## config.mk

```make
export PLATFORM = sky130hd
export DESIGN_NAME = e3oh_persist
export DESIGN_NICKNAME = d
export VERILOG_FILES = /design/src/rtl/e3oh_pkg.sv /design/src/rtl/e3oh_run_filter.sv /design/src/rtl/e3oh_pt_window.sv /design/src/rtl/e3oh_persist.sv
export SDC_FILE = /design/constraint.sdc
export NUM_CORES = 1
export LEC_CHECK = 0
export CORE_UTILIZATION = 50
export DETAILED_ROUTE_END_ITERATION = 16
export PLACE_DENSITY = 0.81
export SLEW_MARGIN = 5
export SYNTH_ARGS = -nofsm -noshare
export SYNTH_HDL_FRONTEND = slang
export SYNTH_SLANG_ARGS = --single-unit
export TNS_END_PERCENT = 100
```

## constraint.sdc

```tcl
create_clock -name clk -period 5.6 [get_ports clk]
set_clock_uncertainty 0.1 [all_clocks]
set_input_delay 1.12 -clock clk [delete_from_list [all_inputs] [get_ports clk]]
set_output_delay 1.12 -clock clk [all_outputs]
set_load 0.1 [all_outputs]
```

## src/rtl/e3oh_pkg.sv

```systemverilog
package e3oh_pkg;
  localparam int unsigned OH_W      = 8;
  localparam int unsigned PT_W      = 3;
  localparam int unsigned FERF_POS  = 7;
  localparam int unsigned PT_LSB    = 3;
  localparam int unsigned TMARK_POS = 0;

  typedef struct packed {
    logic            ferf;
    logic [PT_W-1:0] ptype;
    logic            tmark;
  } oh_fields_t;

  function automatic oh_fields_t split_oh(input logic [OH_W-1:0] b);
    oh_fields_t f;
    f.ferf  = b[FERF_POS];
    f.ptype = b[PT_LSB +: PT_W];
    f.tmark = b[TMARK_POS];
    return f;
  endfunction
endpackage

```

## src/rtl/e3oh_run_filter.sv

```systemverilog
module e3oh_run_filter #(
  parameter int unsigned N_SHORT = 3,
  parameter int unsigned N_LONG  = 5
) (
  input  logic clk,
  input  logic rst_n,
  input  logic tick,
  input  logic flush,
  input  logic sel_long,
  input  logic bit_in,
  output logic state_o,
  output logic chg_o
);
  localparam int unsigned CW = $clog2(N_LONG + 1);
  localparam logic [CW-1:0] CMAX = CW'(N_LONG);
  localparam logic [CW-1:0] CSHORT = CW'(N_SHORT);

  logic          cand_q;
  logic [CW-1:0] cnt_q;
  logic [CW-1:0] cnt_nx;
  logic [CW-1:0] thr;
  logic          declare;

  assign thr = sel_long ? CMAX : CSHORT;

  always_comb begin
    if (bit_in == cand_q)
      cnt_nx = (cnt_q == CMAX) ? cnt_q : cnt_q + CW'(1);
    else
      cnt_nx = CW'(1);
  end

  assign declare = (cnt_nx >= thr) && (bit_in != state_o);

  always_ff @(posedge clk or negedge rst_n) begin
    if (!rst_n) begin
      cand_q  <= 1'b0;
      cnt_q   <= '0;
      state_o <= 1'b0;
      chg_o   <= 1'b0;
    end else begin
      chg_o <= 1'b0;
      if (flush) begin
        cnt_q <= '0;
      end else if (tick) begin
        cand_q <= bit_in;
        cnt_q  <= cnt_nx;
        if (declare) begin
          state_o <= bit_in;
          chg_o   <= 1'b1;
        end
      end
    end
  end
endmodule

```

## src/rtl/e3oh_pt_window.sv

```systemverilog
module e3oh_pt_window #(
  parameter int unsigned PT_W  = 3,
  parameter int unsigned DEPTH = 5
) (
  input  logic            clk,
  input  logic            rst_n,
  input  logic            tick,
  input  logic [PT_W-1:0] pt_in,
  output logic            changed_o
);
  localparam int unsigned NPAIR = DEPTH - 1;

  logic [PT_W-1:0] hist_q [DEPTH];
  logic [DEPTH-1:0] fill_q;
  logic [NPAIR-1:0] diff;

  always_ff @(posedge clk or negedge rst_n) begin
    if (!rst_n) begin
      fill_q <= '0;
      for (int i = 0; i < DEPTH; i++) hist_q[i] <= '0;
    end else if (tick) begin
      hist_q[0] <= pt_in;
      fill_q    <= {fill_q[DEPTH-2:0], 1'b1};
      for (int i = 1; i < DEPTH; i++) hist_q[i] <= hist_q[i-1];
    end
  end

  generate
    for (genvar p = 0; p < NPAIR; p++) begin : g_pair
      assign diff[p] = fill_q[p] && fill_q[p+1] && (hist_q[p] != hist_q[p+1]);
    end
  endgenerate

  assign changed_o = |diff;
endmodule

```

## src/rtl/e3oh_persist.sv

```systemverilog
module e3oh_persist #(
  parameter int unsigned FERF_SHORT = 3,
  parameter int unsigned FERF_LONG  = 5,
  parameter int unsigned TM_SHORT   = 3,
  parameter int unsigned TM_LONG    = 5,
  parameter int unsigned PT_DEPTH   = 5
) (
  input  logic                       clk,
  input  logic                       rst_n,
  input  logic                       oh_valid,
  output logic                       oh_ready,
  input  logic [e3oh_pkg::OH_W-1:0]  oh_byte,
  input  logic                       in_frame,
  input  logic                       ferf_long,
  input  logic                       tmark_long,
  output logic                       ferf_state,
  output logic                       tmark_state,
  output logic                       pt_change,
  output logic                       ferf_chg,
  output logic                       tmark_chg
);
  import e3oh_pkg::*;

  oh_fields_t fld;
  logic       tick;
  logic       flush;

  assign oh_ready = 1'b1;
  assign fld      = split_oh(oh_byte);
  assign tick     = oh_valid && in_frame;
  assign flush    = !in_frame;

  e3oh_run_filter #(.N_SHORT(FERF_SHORT), .N_LONG(FERF_LONG)) u_ferf (
    .clk(clk), .rst_n(rst_n), .tick(tick), .flush(flush),
    .sel_long(ferf_long), .bit_in(fld.ferf),
    .state_o(ferf_state), .chg_o(ferf_chg)
  );

  e3oh_run_filter #(.N_SHORT(TM_SHORT), .N_LONG(TM_LONG)) u_tmark (
    .clk(clk), .rst_n(rst_n), .tick(tick), .flush(flush),
    .sel_long(tmark_long), .bit_in(fld.tmark),
    .state_o(tmark_state), .chg_o(tmark_chg)
  );

  e3oh_pt_window #(.PT_W(PT_W), .DEPTH(PT_DEPTH)) u_pt (
    .clk(clk), .rst_n(rst_n), .tick(tick),
    .pt_in(fld.ptype), .changed_o(pt_change)
  );
endmodule

```

==> flow_summary.json <==
{
  "status": "finished, final reports clean",
  "drt_first_pass_iters": 6,
  "cts-htree-levels": 2,
  "r2r-end": "u_ferf.state_o",
  "start_util": 0.544,
  "wl_um": 2640,
  "cts.path.max_buffers": 2,
  "gp_congestion": 0.777,
  "postCtsSetupBuffers": 0,
  "final.period_utilization": 0.642,
  "syn_area_um2": 1720,
  "grt_max_degree": 33,
  "fin_nets": 187,
  "antenna_found_initial": 0,
  "max_slew.worst_pin.slew_ns": 0.965,
  "yosys-top-cells-area": "dfrtp_1, mux2_2, ha_1",
  "hp-class": "reg -> reg",
  "final_common_cell": "dfrtp_1",
  "cp_data_arrival_time_ns": 2.37,
  "post-route-util": 0.634,
  "clock.fmax_mhz": 278,
  "whs_ns": 0.398,
  "cts_resized": 0,
  "crit_fanout": 4,
  "syn_to_final_growth_pct": 16.5,
  "fin_setup_tns_ns": 0,
  "synth_cell_types": 32,
  "synth.top_cell.area_share": 0.467,
  "vias": 1153,
  "insertion_delay_ns": 0.33,
  "clkTransAtPathRegs_ns": 0.09,
  "track_usage": 0.178,
  "n_antenna_cell": 0,
  "core_um2": 3150,
  "min_to": "u_pt.fill_q[0]",
  "report.power.total_mw": 0.693,
  "grt_pass1_wl_um": 4820,
  "p_int_mw": 0.486,
  "synth_fp_nets": 168,
  "seq_area_frac_synth": 0.467,
  "drt-initial-drc-count": 33,
  "finalHoldViolations": 0,
  "final_cell_count_no_fill": 210,
  "holdBufCountCts": 0,
  "hold-path-cell-count": 1,
  "p_per_area_nw_per_um2": 347,
  "grt_pass1_vias": 1158,
  "r2r-start": "u_ferf.cnt_q[0]",
  "ys_seq_elements": 32,
  "clkPwrFrac": 0.283,
  "cp.required_ns": 4.38,
  "pin_count": 20,
  "syn_inst": 146,
  "dieArea_um2": 3670,
  "layout-drive-gt1-share": 0.193,
  "dieWidth_um": 60.6,
  "report.final.slew_viol_count": 0,
  "yosys_warnings": 0,
  "power_switching_mw": 0.207,
  "sw_frac_of_total": 0.299,
  "wl_per_cell_um": 12.6,
  "die_h_um": 60.6,
  "end_kind": "primary output",
  "num_rows": 20,
  "drc": 0,
  "dpl.hpwl_um": 1890,
  "cp-start-kind": "register",
  "cts.sinks": 32,
  "final_cell_mix": "dfrtp_1, mux2_2, clkdlybuf4s50_1",
  "hp-start": "u_pt.fill_q[0]",
  "via_per_inst": 5.49,
  "rsz0062_at_grt": "no",
  "placed_cells": 202,
  "fin_crit_ns": 3.59,
  "root_buffer": "clkbuf_4",
  "p_leak_nw": 0.879,
  "port_buffers": 15,
  "synth_top_area_cell": "dfrtp_1",
  "seq_power_share": 0.459,
  "cts_tree": "built",
  "cts_made_buffers": 5,
  "fillers": 271,
  "maxCapViolCount": 0,
  "drtAntennaViolNets": 0,
  "finalSetupViolations": 0,
  "rr_worst_depth": 8,
  "ir_worst_vdd_v": 0.000162,
  "relSlewSlack": 0.355,
  "p_comb_frac": 0.258,
  "criticalPathCategory": "reg -> out",
  "synth_area_per_cell_um2": 11.7,
  "gr-total-overflow": 0,
  "r2r_slack_ns": 3.24
}
-- state kept, by name, indices dropped and copies added, names as in the netlist --
name	count
u_ferf.cand_q	1
u_pt.fill_q	5
u_tmark.cand_q	1
u_ferf.cnt_q	3
u_tmark.state_o	1
u_ferf.chg_o	1
u_ferf.state_o	1
u_pt.hist_q	15
u_tmark.cnt_q	3
u_tmark.chg_o	1
-- power groups by stage --
| stage | registers [mW] | logic [mW] | clock network (mW) |
|---|---|---|---|
| floorplan | 0.337 | 0.121 | 0 |
| global placement | 0.320 | 0.174 | 0 |
| detailed placement | 0.324 | 0.181 | 0 |
| CTS | 0.319 | 0.182 | 0.200 |
| global route | 0.327 | 0.199 | 0.212 |
| finish | 0.318 | 0.179 | 0.196 |
-- cell type report --
type | instances | area (µm²) | area share
Clock inverter | 1 | 30.0 | 0.0150
Tap cell | 44 | 55.1 | 0.0276
Timing Repair Buffer | 16 | 158 | 0.0789
Clock buffer | 7 | 65.1 | 0.0326
Multi-Input combinational cell | 104 | 867 | 0.434
Sequential cell | 32 | 801 | 0.401
Inverter | 6 | 22.5 | 0.0113
-- kinds of logic after synthesis --
kind of cell / synth area share
multiplexers: 0.161
adder cells (fa/ha/maj): 0.0584
XOR/XNOR: 0.0868
AND/OR/NAND/NOR: 0.0992
flip-flops: 0.467
other: 0.00219
AO/OA/AOI/OAI: 0.0977
buffers and inverters: 0.0277
-- layer usage --
layer / wire (µm) / track usage / vias to the layer above
met1: 1230 / 0.218 / 573
met2: 1270 / 0.287 / 20
met3: 109 / 0.0640 / 5
met4: 37 / 0.0714 / 0
met5: 0 / 0 / -
li1: - / - / 555
-- worst max path at each step --
stage	from	slack [ns]	endpoint
2_1_floorplan	u_pt.hist_q[7]	2.72	pt_change
3_3_place_gp	oh_valid	2.14	u_ferf.state_o
3_5_place_dp	oh_valid	2.08	u_ferf.state_o
4_1_cts	u_pt.hist_q[9]	1.96	pt_change
5_1_grt	u_pt.hist_q[4]	1.75	pt_change
6_report	u_pt.hist_q[9]	2.01	pt_change
-- synth_stat cells --
cell and number:
xnor2_1 7, a21boi_0 3, nand3_1 2, or3b_1 1
a221o_1 2, nand2_1 5, and3b_1 4, nand2b_1 1
o21ai_0 3, ha_1 8, buf_4 2, and2_1 2
a31oi_2 1, nor3_1 3, a31oi_1 2, o311ai_0 2
a21oi_1 4, dfrtp_1 32, buf_2 2, nor2b_1 4
o211ai_1 2, and3b_2 1, conb_1 1, or2_1 1
a311oi_1 2, o21bai_1 1, nor2_1 6, mux2i_1 4
a21boi_1 1, xor2_1 10, inv_1 6, mux2_2 21
-- critical path, cell delays in order, from the launching register on --
cell             delay (ns)
dfrtp_1                0.44
xnor2_1                0.22
nand3_1                0.11
a31oi_1                0.20
nand3_1                0.09
clkdlybuf4s50_1        0.98
-- stage by stage --
step | instance area (µm²) | worst slack [ns]
CTS | 2000 | 1.96
global route | 2000 | 1.75
finish | 2000 | 2.01
global placement | 1900 | 2.14
detailed placement | 1900 | 2.08
floorplan | 1720 | 2.72
Note: power is estimated with default switching activity, not from simulation.
